File: src/rtl/rtt_pkg.sv
// Package rtt_pkg: shared sizing defaults for the register status tag table.
// Assumes: tag value 0 is reserved to mean "no pending producer".
package rtt_pkg;
    localparam int RTT_REGS   = 16;
    localparam int RTT_DATA_W = 32;
    localparam int RTT_TAG_W  = 4;
    localparam int RTT_IDX_W  = $clog2(RTT_REGS);
endpackage

File: src/rtl/rtt_entry.sv
// Module rtt_entry: one architectural register with its producer tag.
// An issue to this register loads a new tag. A broadcast whose tag matches
// the stored tag writes the value and clears the tag. The issue wins when
// both happen in the same cycle.
// Assumes: tags issued with dst_valid are nonzero.
module rtt_entry #(
    parameter int IDX    = 0,
    parameter int IDX_W  = rtt_pkg::RTT_IDX_W,
    parameter int DATA_W = rtt_pkg::RTT_DATA_W,
    parameter int TAG_W  = rtt_pkg::RTT_TAG_W
) (
    input  logic              clk,
    input  logic              rst_n,
    input  logic              dst_valid,
    input  logic [IDX_W-1:0]  dst,
    input  logic [TAG_W-1:0]  iss_tag,
    input  logic              cdb_valid,
    input  logic [TAG_W-1:0]  cdb_tag,
    input  logic [DATA_W-1:0] cdb_value,
    output logic [TAG_W-1:0]  tag_q,
    output logic [DATA_W-1:0] val_q
);
    logic issue_hit;
    logic cdb_hit;

    // Decode whether this cycle's issue or broadcast concerns this register.
    always_comb begin
        issue_hit = dst_valid && (dst == IDX_W'(IDX));
        cdb_hit   = cdb_valid && (cdb_tag != '0) && (tag_q == cdb_tag);
    end

    // Tag update: reset clears, issue overrides, matching broadcast clears.
    always_ff @(posedge clk) begin
        if (!rst_n)         tag_q <= '0;
        else if (issue_hit) tag_q <= iss_tag;
        else if (cdb_hit)   tag_q <= '0;
    end

    // Value update: take the broadcast result when the tag matches.
    always_ff @(posedge clk) begin
        if (!rst_n)       val_q <= '0;
        else if (cdb_hit) val_q <= cdb_value;
    end

    AST_RESET_CLEAR: assert property (@(posedge clk)
        !rst_n |=> (tag_q == '0 && val_q == '0));

    AST_ISSUE_TAG: assert property (@(posedge clk) disable iff (!rst_n)
        issue_hit |=> tag_q == $past(iss_tag));

    AST_CDB_RETIRE: assert property (@(posedge clk) disable iff (!rst_n)
        (cdb_hit && !issue_hit) |=> (tag_q == '0 && val_q == $past(cdb_value)));

    AST_MISMATCH_HOLD: assert property (@(posedge clk) disable iff (!rst_n)
        (!cdb_hit && !issue_hit) |=> ($stable(tag_q) && $stable(val_q)));

    AST_ISSUE_BEATS_CDB: assert property (@(posedge clk) disable iff (!rst_n)
        (cdb_hit && issue_hit) |=> tag_q == $past(iss_tag));
endmodule

File: src/rtl/rtt_lookup.sv
// Module rtt_lookup: resolves one source operand from a selected register.
// It returns the value when no producer is pending, or when the pending
// producer broadcasts in this cycle. Otherwise it returns the pending tag.
// Assumes: stored_tag and stored_val come from the same register.
module rtt_lookup #(
    parameter int DATA_W = rtt_pkg::RTT_DATA_W,
    parameter int TAG_W  = rtt_pkg::RTT_TAG_W
) (
    input  logic              clk,
    input  logic              rst_n,
    input  logic [TAG_W-1:0]  stored_tag,
    input  logic [DATA_W-1:0] stored_val,
    input  logic              cdb_valid,
    input  logic [TAG_W-1:0]  cdb_tag,
    input  logic [DATA_W-1:0] cdb_value,
    output logic              rdy,
    output logic [DATA_W-1:0] val_o,
    output logic [TAG_W-1:0]  tag_o
);
    logic bypass;

    // Select among stored value, bypassed broadcast and pending tag.
    always_comb begin
        bypass = cdb_valid && (stored_tag != '0) && (cdb_tag == stored_tag);
        if (stored_tag == '0) begin
            rdy = 1'b1; val_o = stored_val; tag_o = '0;
        end else if (bypass) begin
            rdy = 1'b1; val_o = cdb_value;  tag_o = '0;
        end else begin
            rdy = 1'b0; val_o = '0;         tag_o = stored_tag;
        end
    end

    AST_PENDING_HAS_TAG: assert property (@(posedge clk) disable iff (!rst_n)
        !rdy |-> (tag_o == stored_tag && stored_tag != '0 && val_o == '0));
endmodule

File: src/rtl/reg_tag_table.sv
// Module reg_tag_table: a rename table for architectural registers.
// Each register holds a value and the tag of its pending producer station.
// There are two combinational source lookups, one destination tag write per
// cycle, and one result broadcast input.
// Assumes: one issue per cycle; issued tags are nonzero.
module reg_tag_table
    import rtt_pkg::*;
#(
    parameter int NUM_REGS = RTT_REGS,
    parameter int DATA_W   = RTT_DATA_W,
    parameter int TAG_W    = RTT_TAG_W
) (
    input  logic                        clk,
    input  logic                        rst_n,
    input  logic [$clog2(NUM_REGS)-1:0] src_a,
    input  logic [$clog2(NUM_REGS)-1:0] src_b,
    input  logic                        dst_valid,
    input  logic [$clog2(NUM_REGS)-1:0] dst,
    input  logic [TAG_W-1:0]            iss_tag,
    input  logic                        cdb_valid,
    input  logic [TAG_W-1:0]            cdb_tag,
    input  logic [DATA_W-1:0]           cdb_value,
    output logic                        a_ready,
    output logic [DATA_W-1:0]           a_value,
    output logic [TAG_W-1:0]            a_tag,
    output logic                        b_ready,
    output logic [DATA_W-1:0]           b_value,
    output logic [TAG_W-1:0]            b_tag
);
    localparam int IDX_W = $clog2(NUM_REGS);

    logic [TAG_W-1:0]  tag_arr [NUM_REGS];
    logic [DATA_W-1:0] val_arr [NUM_REGS];
    logic [TAG_W-1:0]  a_st_tag, b_st_tag;
    logic [DATA_W-1:0] a_st_val, b_st_val;

    for (genvar g = 0; g < NUM_REGS; g++) begin : g_reg
        rtt_entry #(.IDX(g), .IDX_W(IDX_W), .DATA_W(DATA_W), .TAG_W(TAG_W)) u_entry (
            .clk       (clk),
            .rst_n     (rst_n),
            .dst_valid (dst_valid),
            .dst       (dst),
            .iss_tag   (iss_tag),
            .cdb_valid (cdb_valid),
            .cdb_tag   (cdb_tag),
            .cdb_value (cdb_value),
            .tag_q     (tag_arr[g]),
            .val_q     (val_arr[g])
        );
    end

    // Read the registered state of both source registers.
    always_comb begin
        a_st_tag = tag_arr[src_a];
        a_st_val = val_arr[src_a];
        b_st_tag = tag_arr[src_b];
        b_st_val = val_arr[src_b];
    end

    rtt_lookup #(.DATA_W(DATA_W), .TAG_W(TAG_W)) u_look_a (
        .clk (clk), .rst_n (rst_n),
        .stored_tag (a_st_tag), .stored_val (a_st_val),
        .cdb_valid (cdb_valid), .cdb_tag (cdb_tag), .cdb_value (cdb_value),
        .rdy (a_ready), .val_o (a_value), .tag_o (a_tag)
    );

    rtt_lookup #(.DATA_W(DATA_W), .TAG_W(TAG_W)) u_look_b (
        .clk (clk), .rst_n (rst_n),
        .stored_tag (b_st_tag), .stored_val (b_st_val),
        .cdb_valid (cdb_valid), .cdb_tag (cdb_tag), .cdb_value (cdb_value),
        .rdy (b_ready), .val_o (b_value), .tag_o (b_tag)
    );

    AST_NO_ZERO_ISSUE: assert property (@(posedge clk) disable iff (!rst_n)
        dst_valid |-> iss_tag != '0);

    AST_IDLE_KEEPS_TAGS: assert property (@(posedge clk) disable iff (!rst_n)
        (!dst_valid && !cdb_valid) |=> ($stable(a_st_tag) || $past(src_a) != src_a));
endmodule

File: config.mk
export PLATFORM = sky130hd
export DESIGN_NAME = reg_tag_table
export DESIGN_NICKNAME = d
export VERILOG_FILES = /design/src/rtl/rtt_pkg.sv /design/src/rtl/rtt_entry.sv /design/src/rtl/rtt_lookup.sv /design/src/rtl/reg_tag_table.sv
export SDC_FILE = /design/constraint.sdc
export NUM_CORES = 1
export LEC_CHECK = 0
export ABC_CLOCK_PERIOD_IN_PS = 3500
export BUFFER_PORTS_ARGS = -buffer_cell sky130_fd_sc_hd__buf_2
export CAP_MARGIN = 20
export CORE_MARGIN = 5
export CORE_UTILIZATION = 29
export DETAILED_ROUTE_END_ITERATION = 10
export HOLD_SLACK_MARGIN = 0.02
export PLACE_DENSITY = 0.47
export SYNTH_ARGS = -nofsm -noshare
export SYNTH_HDL_FRONTEND = slang
export SYNTH_SLANG_ARGS = --single-unit
File: constraint.sdc
create_clock -name clk -period 3.5 [get_ports clk]
set_input_delay 0 -clock clk [delete_from_list [all_inputs] [get_ports clk]]
set_output_delay 0 -clock clk [all_outputs]
set_load 0.005 [all_outputs]
After elaboration in Yosys (flattened, before gate mapping)
Cells that the tools add are included.

Register bits after elaboration: 576. Input bits: 56. Output and inout port bits: 74. Word-level logic and storage cells: 184.

Order comparisons: 2. Equal/unequal tests: 33. Muxes and demuxes: 56. Bitwise operators: 2. Reduce and logical (&&, ||, !) cells: 59.

Operators by type and width (count): $bmux 32 s4 (2); $mux 32 (8); $mux 4 (40); $eq 4x4->1 (18); $logic_and 1x1->1 (37); $bmux 4 s4 (2); $eq 4x4->1 const B (8); $reduce_bool 2->1 (16); $eq 4x3->1 const B (4); $logic_not 4->1 (3); $reduce_bool 4->1 (3); $ge 5x5->1 const B (2); $not 4->5 (2); $eq 4x2->1 const B (2); $eq 4x1->1 const B (1); $mux 1 (4).

Longest topological paths before layout
Gate-level depths: netlist (run 1).

Depth after elaboration: 9. Depth in mapped cells: 10. Gate-level depth less buffers: 6.

Cells and area by module
A second synthesis (run 1) with hierarchy kept.

Cells, all modules: 3533. Area, all modules: 33976.3 sq um.

By module, submodules not included: reg_tag_table (instances 1, cells each 606, area each 8380.5 sq um, seq. area each 0.0 sq um); rtt_entry (g_reg[10].u_entry ...) (instances 4, cells each 168, area each 1520.2 sq um, seq. area each 720.7 sq um); rtt_entry (g_reg[11].u_entry ...) (instances 4, cells each 166, area each 1511.4 sq um, seq. area each 720.7 sq um); rtt_entry (g_reg[13].u_entry ...) (instances 2, cells each 168, area each 1517.7 sq um, seq. area each 720.7 sq um); rtt_entry (g_reg[1].u_entry ...) (instances 2, cells each 167, area each 1516.5 sq um, seq. area each 720.7 sq um); rtt_entry (g_reg[12].u_entry ...) (instances 2, cells each 166, area each 1508.9 sq um, seq. area each 720.7 sq um); rtt_entry (g_reg[0].u_entry) (instances 1, cells each 167, area each 1519.0 sq um, seq. area each 720.7 sq um); rtt_entry (g_reg[15].u_entry) (instances 1, cells each 166, area each 1510.2 sq um, seq. area each 720.7 sq um); rtt_lookup (instances 2, cells each 128, area each 676.9 sq um, seq. area each 0.0 sq um).

Worst setup path before layout (run 1)
Ideal clock, no wire load.

Path kind: input-to-output. From: in src_a[2]. To: out a_value[10]. Arrival: 2134 ps. Required time: 3500 ps. Slack: 1366 ps. Stages: 7. Buffers on the path: 3. Path through: buf_2 > clkbuf_1 > buf_1 > mux4_2 > mux4_2 > nand2_1 > o31ai_1.

Longest elaborated chain between the ends: 9. Elaborated cells between the ends (all ways): 14. Classes of those cells: eq/ne: 1; mux: 8; bitwise: 1; reduce/logical: 4.

RTL lines: start: declaration (line reg_tag_table.sv:15) `input logic [$clog2(NUM_REGS)-1:0] src_a,`; $not 4->5 (implied by the code) (*) (line reg_tag_table.sv:54, reg_tag_table.sv:55); $bmux 4 s4 (line reg_tag_table.sv:54) `a_st_tag = tag_arr[src_a];`; $mux 4 (implied by the code) (2 in a row) (line reg_tag_table.sv:54); $reduce_bool 4->1 (line rtt_lookup.sv:24) `bypass = cdb_valid && (stored_tag != '0) && (cdb_tag == stored_tag);`; $logic_and 1x1->1 (2 in a row) (line rtt_lookup.sv:24); $mux 32 (line rtt_lookup.sv:27) `end else if (bypass) begin`; $mux 32 (*) (line rtt_lookup.sv:25) `if (stored_tag == '0) begin`; end: declaration (line reg_tag_table.sv:24) `output logic [DATA_W-1:0] a_value,`.

Mark *: on every way between the ends. The rest lies on a longest branch, timed or not. The select of a mux whose other input is x is not followed.

Worst setup path after layout (run 1)
From: reg g_reg[13].u_entry.tag_q[2]. To: out a_value[11].

Longest elaborated chain between the ends: 8. Elaborated cells between the ends (all ways): 10. Classes of those cells: eq/ne: 1; mux: 5; reduce/logical: 4.

RTL lines: start: declaration (line rtt_entry.sv:20) `output logic [TAG_W-1:0] tag_q,`; start signal: assignment (line rtt_entry.sv:35) `else if (issue_hit) tag_q <= iss_tag;`; $bmux 4 s4 (*) (line reg_tag_table.sv:54); $mux 4 (implied by the code) (*) (2 in a row) (line reg_tag_table.sv:54); $reduce_bool 4->1 (line rtt_lookup.sv:24); $logic_and 1x1->1 (2 in a row) (line rtt_lookup.sv:24); $mux 32 (line rtt_lookup.sv:27); $mux 32 (*) (line rtt_lookup.sv:25).

Marks and branches as above.

==> results of run 1 <==
[state kept, by name, indices dropped and copies added, names as in the netlist]
register,count
g.u_entry.tag_q,64
g.u_entry.val_q,512
[routing by layer]
| metal | track usage, % | wire [µm] | up-vias |
|---|---|---|---|
| met5 | 0 | 0 | - |
| li1 | - | - | 10600 |
| met3 | 2.53 | 4270 | 132 |
| met4 | 4.84 | 2660 | 0 |
| met1 | 25.5 | 52900 | 11700 |
| met2 | 29.6 | 52300 | 490 |
[layout make-up]
class                   instances  area, µm²
diodes                          3       7.51
clock buffers                 105       2130
clock inverters                19        198
fillers                     11500      75600
inverters                      38        146
multi-input cells            1991      20400
flip-flops and latches        576      11500
well taps                    1512       1890
repair buffers                253       1990
[synth_stat cells, types with 3 or more instances]
library cell / instances
nand4_1: 17
a22oi_1: 19
and2_1: 10
mux4_2: 332
nand3_1: 11
dfxtp_1: 576
mux2_2: 3
nand2b_1: 3
buf_1: 43
a21oi_1: 66
nor3_1: 10
o32ai_1: 11
inv_1: 37
o31ai_1: 32
and2b_1: 3
buf_2: 89
clkbuf_1: 163
nor2b_1: 569
a22o_1: 3
o21ai_0: 10
nand2_1: 117
buf_6: 6
nor3b_1: 57
mux2i_1: 561
nor2_1: 34
o32ai_2: 21
xnor2_1: 68
[kinds of logic (layout without fill, tap and decap cells)]
kind of cell | Yosys count | in the layout
muxes | 896 | 896
and+or+nand+nor | 845 | 845
DFF | 576 | 576
buffers and inverters | 340 | 415
AOI/OAI and AO/OA | 182 | 182
xor gates and xnor gates | 68 | 68
other | 0 | 3
[cell usage in the layout, fill, tap and decap left out, types with 20 or more instances in the layout]
cell type / count
dfxtp_1: 573
nor2b_1: 569
mux2i_1: 561
mux4_2: 332
buf_2: 122
nand2_1: 117
clkbuf_16: 73
xnor2_1: 66
a21oi_1: 66
buf_4: 65
nor3b_1: 57
dlygate4sd3_1: 39
inv_1: 36
o31ai_1: 28
o32ai_2: 22
buf_12: 21
clkbuf_8: 20
[final timing paths]
| check | cells past startpoint | slack, ns | to | startpoint |
|---|---|---|---|---|
| hold reg to reg | 2 | 0.53 | g_reg[1].u_entry.val_q[21] | g_reg[1].u_entry.val_q[21] |
| hold / removal | 5 | 0.08 | g_reg[2].u_entry.tag_q[1] | dst[0] |
| setup reg to reg | 6 | 0.80 | g_reg[6].u_entry.val_q[17] | g_reg[6].u_entry.tag_q[2] |
| setup / recovery | 7 | 0.002 | a_value[11] | g_reg[13].u_entry.tag_q[2] |
[worst register-to-register path, stage by stage (launching register included)]
cell and delay [ns]:
dfxtp_1 0.43, xnor2_1 0.15, nand4_1 0.16, nor2_4 0.88
buf_4 0.62, mux2i_1 0.28, nor2b_1 0.06
[metrics by stage]
step	util (%)	cell area, µm²	hold slack [ns]	power (µW)	TNS, ns
2_1_floorplan	-	33100	0.278	8030	0
3_3_place_gp	31.1	35400	0.497	8660	0
3_5_place_dp	31.2	35500	0.499	8670	0
4_1_cts	33.6	38300	0.0241	16200	0
5_1_grt	33.6	38300	0.112	16600	-0.0155
6_report	33.6	38300	0.0760	16000	0
[repair_timing]
item / in CTS / in global routing
pin swaps: 0 / 1
endpoints found under the hold margin: 576 / 0
gates resized for setup: 10 / 8
endpoints found under the setup margin: 8 / 10
setup buffers: 0 / 0
hold buffers: 39 / 0
gates cloned: 0 / 0
[power by group]
part           switching (µW)  total [µW]  internal, µW
registers                69.8        6720          6650
clock network            3080        7440          4370
logic                    1110        1850           736
==> impl_metrics.csv, run 1 <==
group,metric,value,unit
timing,finalSetupViolations,0,
worst_setup_path,crit_chain,"mux4_2, a22oi_1, o21a_1, xnor2_2, buf_4, o31ai_1, buf_2",
synth,synth_compound_area_share,4.29,%
place,detailed_place_hpwl,67.9,mm
clocking,cts_tree,"yes",
clocking,cts_made_buffers,72,
place,portBuffers,129,
worst_setup_path,worst_ep_required_time,3.50,ns
cells_and_area,final_cells,4497,
synth,synth_cell_types,53,
clocking,clock_latency,0.65,ns
timing,slew_viol_final,0,
global_route,grt_max_degree,128,
synth,synthXorXnorAreaFrac,1.80,%
timing,finalWorstSetupSlack,0.00216,ns
synth,ys_ff_latch,576,
min_path,hold_path_class,"in -> reg",
clocking,cts_sinks,576,
routing,drc,0,
synth,synth-simple-area-share,15.1,%
place,preCtsSetupSlack,0.379,ns
worst_setup_path,end_kind,"output pin",
worst_setup_path,path_buf_inv,2,
place,dp_cells,4331,
flow_run,drv_cap,0,
routing,drtPass1Iterations,7,
floorplanning,die_area,121000,µm²
timing,worst_pin_slew,1.14,ns
clocking,clockBufferDepth,3,
routing,drtAntennaViolNets,0,
synth,ys.flop_type,"dfxtp_1",
synth,synthArstFlopShare,0,%
floorplanning,die_x,348,µm
global_route,overflow,0,
timing,fmax,0.286,GHz
synth,synthMuxAreaShare,39.7,%
clocking,cts-root-buf,"clkbuf_16",
global_route,grt_pass1_wl,166,mm
global_route,grt_pass1_vias,23400,
synth,syn_inst,2907,
synth,syn_area,33100,µm²
floorplanning,core_area,114000,µm²
synth,synth_top_family_by_area,"multiplexers",
worst_setup_path,arrival,3.50,ns
synth,ys_top_cells_by_area,"dfxtp_1 (35%), mux4_2 (23%), mux2i_1 (17%), nor2b_1 (11%), clkbuf_1 (1.8%)",
global_route,gr-usage-all-layers,18.2,%
timing,post-route-period-util,99.9,%
cells_and_area,syn2layout_area_growth,15.8,%
synth,syn_avg_cell_area,11.4,µm²
synth,yosysTopAreaCellShare,34.8,%
clocking,htree_num_levels,3,
synth,synth_edf_count,0,
floorplanning,io_pins,130,
worst_setup_path,slowest_delay,0.56,ns
worst_setup_path,crit_slowest_cell,"o31ai_1",
floorplanning,die_h,348,µm
floorplanning,start_util,29.1,%
synth,syn-num-nets,2963,
clocking,clk_pin_slew,0.06,ns
power,ir_drop,291,µV
timing,hold_viol,0,
outcome,status,"completed",
power,power_leakage,0.0119,µW
synth,yosys.area.top_type,"dfxtp_1",
place,gp_congestion,0.831,
routing,via_count,22900,
worst_setup_path,crit_fanout,12,
routing,drt_iter0_markers,1588,
timing,min_period,3.50,ns
worst_setup_path,worst_path_dominant_cell_family,"compound AO/OA/AOI/OAI gates",
timing,rsz0062_at_grt,"yes",
synth,synth-seq-area-share,34.8,%
routing,viasPerCell,5.10,
cells_and_area,finalNetCount,2988,
worst_setup_path,start_kind,"register",
floorplanning,rows,124,
synth,synthAdderAreaFrac,0,%
power,powerDensity,418,nW/µm²
global_route,antenna_found_initial,5,
worst_setup_path,path_class,"reg -> out",
routing,wl_per_cell,24.9,µm
timing,finalClockSkew,0.0337,ns
synth,yosysWarnings,0,
timing,slew_headroom,23.9,%
cells_and_area,drive_gt1_share,24.3,%
routing,wl,112,mm
(Power assumes the default switching activity.)
==> inputs of run 2 (changes only) <==
ABC_CLOCK_PERIOD_IN_PS = 2800   (was 3500)
CAP_MARGIN = 10   (was 20)
PLACE_DENSITY = 0.48   (was 0.47)
clock period = 2.8 ns   (was 3.5 ns; I/O delays follow)
==> run 2 against run 1 <==
The run now ends with setup timing left. Worst setup slack lost 0.23 ns. Combinational power grew 54%. Sequential cell count is the same. Clock-buffer cell count grew 2. Sequential share of layout area shrank 1.4 points. Clock power grew 26%. Die area is the same. Wire length grew 3.6%. First-iteration DRC count shrank 2.8%. Via count grew 1.7%. Core utilization grew 1.8 points.
==> impl_metrics.csv, run 2 (synthesis gave the netlist of run 1 again) <==
group,metric,value,unit
floorplanning,die_h,348,µm
outcome,failed_checks,"setup timing",
worst_setup_path,arrival,3.03,ns
cells_and_area,final_cells,4554,
power,powerDensity,509,nW/µm²
place,portBuffers,129,
place,dp_cells,4346,
cells_and_area,finalNetCount,3046,
place,detailed_place_hpwl,67.5,mm
worst_setup_path,crit_fanout,15,
timing,slew_headroom,36.3,%
clocking,cts_sinks,576,
timing,finalClockSkew,0.0260,ns
routing,drtPass1Iterations,5,
cells_and_area,largest_register_ffs,512,
global_route,gr-usage-all-layers,18.6,%
clocking,cts_tree,"yes",
clocking,cts_made_buffers,73,
power,power_leakage,0.0127,µW
global_route,overflow,0,
worst_setup_path,worst_ep_required_time,2.80,ns
timing,hold_viol,0,
cells_and_area,drive_gt1_share,30.5,%
timing,slew_viol_final,0,
cells_and_area,layout_common_cells,"nor2b_1 (569), mux2i_1 (556), dfxtp_1 (539)",
floorplanning,die_x,348,µm
cells_and_area,reg_top3,"g.u_entry.val_q: 512 flops, g.u_entry.tag_q: 64 flops",
power,ir_drop,467,µV
routing,drtAntennaViolNets,0,
routing,drt_iter0_markers,1544,
min_path,hold_path_class,"in -> reg",
timing,fmax,0.330,GHz
routing,via_count,23300,
timing,finalWorstSetupSlack,-0.233,ns
timing,rsz0062_at_grt,"yes",
routing,viasPerCell,5.12,
cells_and_area,syn2layout_area_growth,22.0,%
clocking,cts-root-buf,"clkbuf_16",
worst_setup_path,path_class,"reg -> out",
place,preCtsSetupSlack,-0.0159,ns
global_route,grt_pass1_wl,169,mm
floorplanning,start_util,29.1,%
routing,drc,0,
global_route,grt_pass1_vias,23700,
clocking,clockBufferDepth,3,
timing,finalSetupViolations,68,
floorplanning,core_area,114000,µm²
cells_and_area,regMostFlops,"g.u_entry.val_q",
timing,worst_pin_slew,0.948,ns
flow_run,drv_cap,0,
floorplanning,rows,124,
floorplanning,die_area,121000,µm²
timing,min_period,3.03,ns
global_route,antenna_found_initial,4,
routing,wl,116,mm
worst_setup_path,end_kind,"output pin",
timing,holdWs,0.113,ns
routing,wl_per_cell,25.5,µm
floorplanning,io_pins,130,
clocking,clk_pin_slew,0.06,ns
outcome,status,"complete, but fails checks",
clocking,clock_latency,0.64,ns
worst_setup_path,start_kind,"register",
timing,post-route-period-util,108,%
clocking,htree_num_levels,3,
global_route,grt_max_degree,115,
cells_and_area,final_common_cell,"nor2b_1",
place,gp_congestion,0.812,
## run 2: final cells by class
type                       instances  area, µm²
clock buffer                     107       2170
tap                             1512       1890
clock inverter                    18        164
antenna                            2       5.00
sequential                       576      11600
multi-input combinational       1991      21300
inverter                          38        150
fill                           11400      73500
timing repair buffer             310       3150
## run 2: critical path, stage by stage (launching register included)
cell and delay [ns]:
dfxtp_1 0.34, mux2i_1 0.10, mux4_2 0.52, buf_4 0.17, xnor2_2 0.12, nor3_2 0.21
o22ai_4 0.14, buf_12 0.19, o31ai_4 0.33, buf_6 0.15, buf_6 0.08
## run 2: stage by stage
step / TNS (ns) / utilization (%) / total power [µW] / instance area, µm²
after global routing: -15.41 / 35.5 / 21300 / 40400
after global placement: -0.0346 / 31.5 / 10900 / 35900
final: -8.30 / 35.5 / 20600 / 40400
after CTS: -8.64 / 35.0 / 20700 / 39800
after floorplan: 0 / - / 10000 / 33100
after detailed placement: -0.0159 / 31.5 / 10900 / 35900
## run 2: power breakdown
group          switching [µW]  internal (µW)
clock network            3890           5460
registers                82.4           8300
logic                    1630           1210
total                    5600          15000
## run 2: final timing paths
check                        startpoint                    endpoint  slack, ns  depth (start not counted)
min                           dst_valid   g_reg[6].u_entry.tag_q[0]       0.11                          5
min reg2reg  g_reg[9].u_entry.val_q[26]  g_reg[9].u_entry.val_q[26]       0.53                          2
max reg2reg   g_reg[4].u_entry.tag_q[2]   g_reg[4].u_entry.tag_q[2]       0.42                          8
max          g_reg[11].u_entry.tag_q[0]                 a_value[12]      -0.23                         10
## run 2: repair_timing
item,CTS,global route
hold buffers,40,0
setup buffers,17,17
hold endpoints to repair,576,0
resized for setup,166,97
cloned,6,4
pin swaps,26,27
setup endpoints to repair,74,74
## run 2: routing by layer
| layer | global-route usage (%) | vias up | wire (µm) |
|---|---|---|---|
| li1 | - | 10700 | - |
| met1 | 25.5 | 11900 | 53200 |
| met2 | 30.8 | 494 | 55500 |
| met3 | 3.17 | 133 | 4860 |
| met4 | 4.49 | 0 | 2580 |
| met5 | 0 | - | 0 |
==> inputs of run 3 (changes only) <==
ABC_CLOCK_PERIOD_IN_PS = 2710   (was 2800)
CORE_UTILIZATION = 50   (was 29)
PLACE_DENSITY = 0.72   (was 0.48)
clock period = 2.71 ns   (was 2.8 ns; I/O delays follow)
==> run 3 against run 2 <==
The flow still finishes with violations (setup timing). Global-route usage is 9.2 points higher. Hold slack worse by 0.035 ns. Core utilization is 23 points higher. Cell count is 15% lower. Highest routed layer is now met5. Design area is 5.0% lower. Clock skew is 0.00079 ns lower. Sequential cell count stayed put. Wire length is 12% lower. Power is 4.8% lower. Combinational power is 5% lower.
==> impl_metrics.csv, run 3 (synthesis gave the netlist of run 1 again) <==
group,metric,value,unit
outcome,status,"complete, but fails checks",
outcome,failed_checks,"setup timing",
flow_run,drv_cap,0,
routing,via_count,24400,
floorplanning,core_area,65700,µm²
timing,slew_viol_final,0,
clocking,cts-root-buf,"clkbuf_16",
power,sw_frac_of_total,26.3,%
worst_setup_path,crit_start,"g_reg[8].u_entry.tag_q[0]",
global_route,grt_max_degree,162,
timing,holdWs,0.0783,ns
cells_and_area,fin_util,58.4,%
routing,wl_per_cell,26.2,µm
power,p_sw,5160,µW
cells_and_area,regArea,11600,µm²
cells_and_area,finalNetCount,3029,
floorplanning,start_util,50.3,%
power,powerDensity,510,nW/µm²
power,comb_power_share,13.8,%
routing,drt_iter0_markers,2592,
worst_setup_path,end_kind,"output pin",
floorplanning,die_x,267,µm
timing,finalClockSkew,0.0252,ns
cells_and_area,reg_top3,"g.u_entry.val_q: 512 flops, g.u_entry.tag_q: 64 flops",
min_path,hold_path_class,"in -> reg",
power,internal_power,14400,µW
global_route,met1_usage,38.0,%
clocking,htree_num_levels,2,
place,preCtsSetupSlack,-0.0867,ns
place,detailed_place_hpwl,57.9,mm
routing,drc,0,
cells_and_area,final_cell_area,38400,µm²
place,placedInstanceArea,34700,µm²
worst_setup_path,arrival,3.04,ns
clocking,clockBufferDepth,3,
timing,slew_headroom,39.6,%
floorplanning,rows,94,
timing,hold_viol,0,
routing,drtPass1Iterations,6,
cells_and_area,syn2layout_area_growth,15.9,%
cells_and_area,regMostFlops,"g.u_entry.val_q",
worst_setup_path,crit_fanout,13,
worst_setup_path,path_class,"reg -> out",
timing,post-route-period-util,112,%
global_route,grtUsageMet3,4.51,%
worst_setup_path,r2r_start,"g_reg[2].u_entry.tag_q[0]",
cells_and_area,nFillCells,5151,
routing,wl,102,mm
cells_and_area,final_common_cell,"nor2b_1",
global_route,grt_pass1_wl,154,mm
timing,min_period,3.04,ns
power,ir_drop,593,µV
place,gp_congestion,0.933,
global_route,busiest_layer,"met2",
timing,finalSetupViolations,74,
worst_setup_path,start_kind,"register",
worst_setup_path,worst_ep_required_time,2.71,ns
floorplanning,die_h,267,µm
clocking,cts_tree,"yes",
timing,rsz0062_at_grt,"yes",
clocking,clock_latency,0.64,ns
power,clockPowerShare,42.0,%
global_route,antenna_found_initial,2,
cells_and_area,largest_register_ffs,512,
cells_and_area,final_cells,3884,
cells_and_area,multi_input_comb_area,20700,µm²
global_route,gr-usage-all-layers,27.8,%
timing,fmax,0.329,GHz
floorplanning,io_pins,130,
floorplanning,die_area,71400,µm²
cells_and_area,drive_gt1_share,28.2,%
global_route,use_met2,44.9,%
power,power_leakage,0.0123,µW
min_path,hp-start,"dst[2]",
routing,drtAntennaViolNets,0,
routing,viasPerCell,6.27,
cells_and_area,layout_common_cells,"nor2b_1 (569), mux2i_1 (557), dfxtp_1 (529)",
place,portBuffers,129,
power,sequentialPowerShare,44.2,%
clocking,clk_pin_slew,0.06,ns
global_route,grt_pass1_vias,24900,
place,dp_cells,3681,
clocking,cts_sinks,576,
timing,finalWorstSetupSlack,-0.328,ns
clocking,cts_made_buffers,59,
timing,worst_pin_slew,0.899,ns
global_route,overflow,0,
[run 3: cell types whose count changed in the layout (fill, tap and decap cells not counted), moves of 12 or more]
cell,before,now
clkbuf_16,77,62
o31ai_4,18,6
o31ai_1,1,21
nand2_4,20,5
nand2_1,76,107
buf_12,57,38
nand2_2,21,5
[run 3: critical path, cell delays in order, from the launching register on]
cell	delay (ns)
dfxtp_2	0.36
mux2i_1	0.08
mux4_2	0.53
xnor2_1	0.29
nor3_4	0.08
o22ai_4	0.55
buf_8	0.25
o21ai_0	0.12
buf_2	0.15
[run 3: worst paths after layout]
| path | cells after the start | endpoint | slack [ns] |
|---|---|---|---|
| hold reg to reg | 2 | g_reg[10].u_entry.val_q[13] | 0.53 |
| setup reg to reg | 8 | g_reg[2].u_entry.tag_q[2] | 0.51 |
| hold / removal | 6 | g_reg[0].u_entry.tag_q[1] | 0.08 |
| setup / recovery | 8 | a_ready | -0.33 |
[run 3: timing repair]
item,CTS,global route
hold endpoints to repair,576,0
gates cloned,7,2
endpoints found under the setup margin,74,74
setup buffers,33,12
hold buffers,41,0
pin swaps,18,10
resized for setup,117,50
[run 3: power groups by stage]
stage	combinational (µW)	clock [µW]	sequential, µW
2_1_floorplan	1540	0	8830
3_3_place_gp	2160	0	8840
3_5_place_dp	2210	0	8860
4_1_cts	2580	8340	8670
5_1_grt	2820	8670	8670
6_report	2700	8220	8660
[run 3: metal layers]
metal  up-vias  wire (µm)
met5         -         13
met2      1076      48100
li1      10700          -
met3       234       8400
met4         2       3910
met1     12400      41400
[run 3: stage by stage]
| stage | setup TNS, ns | total power [µW] |
|---|---|---|
| 5_1_grt | -23.10 | 20200 |
| 4_1_cts | -14.78 | 19600 |
| 3_3_place_gp | -0.170 | 11000 |
| 3_5_place_dp | -0.209 | 11100 |
| 2_1_floorplan | 0 | 10400 |
| 6_report | -18.58 | 19600 |
[run 3: final cells by class]
cell class	count	share of cell area [%]
clock buffers	84	4.49
diodes	1	0.00652
repair buffers	307	7.47
well taps	864	2.82
multi-input cells	1991	54.0
flip-flops and latches	576	30.2
clock inverters	23	0.570
inverters	38	0.378
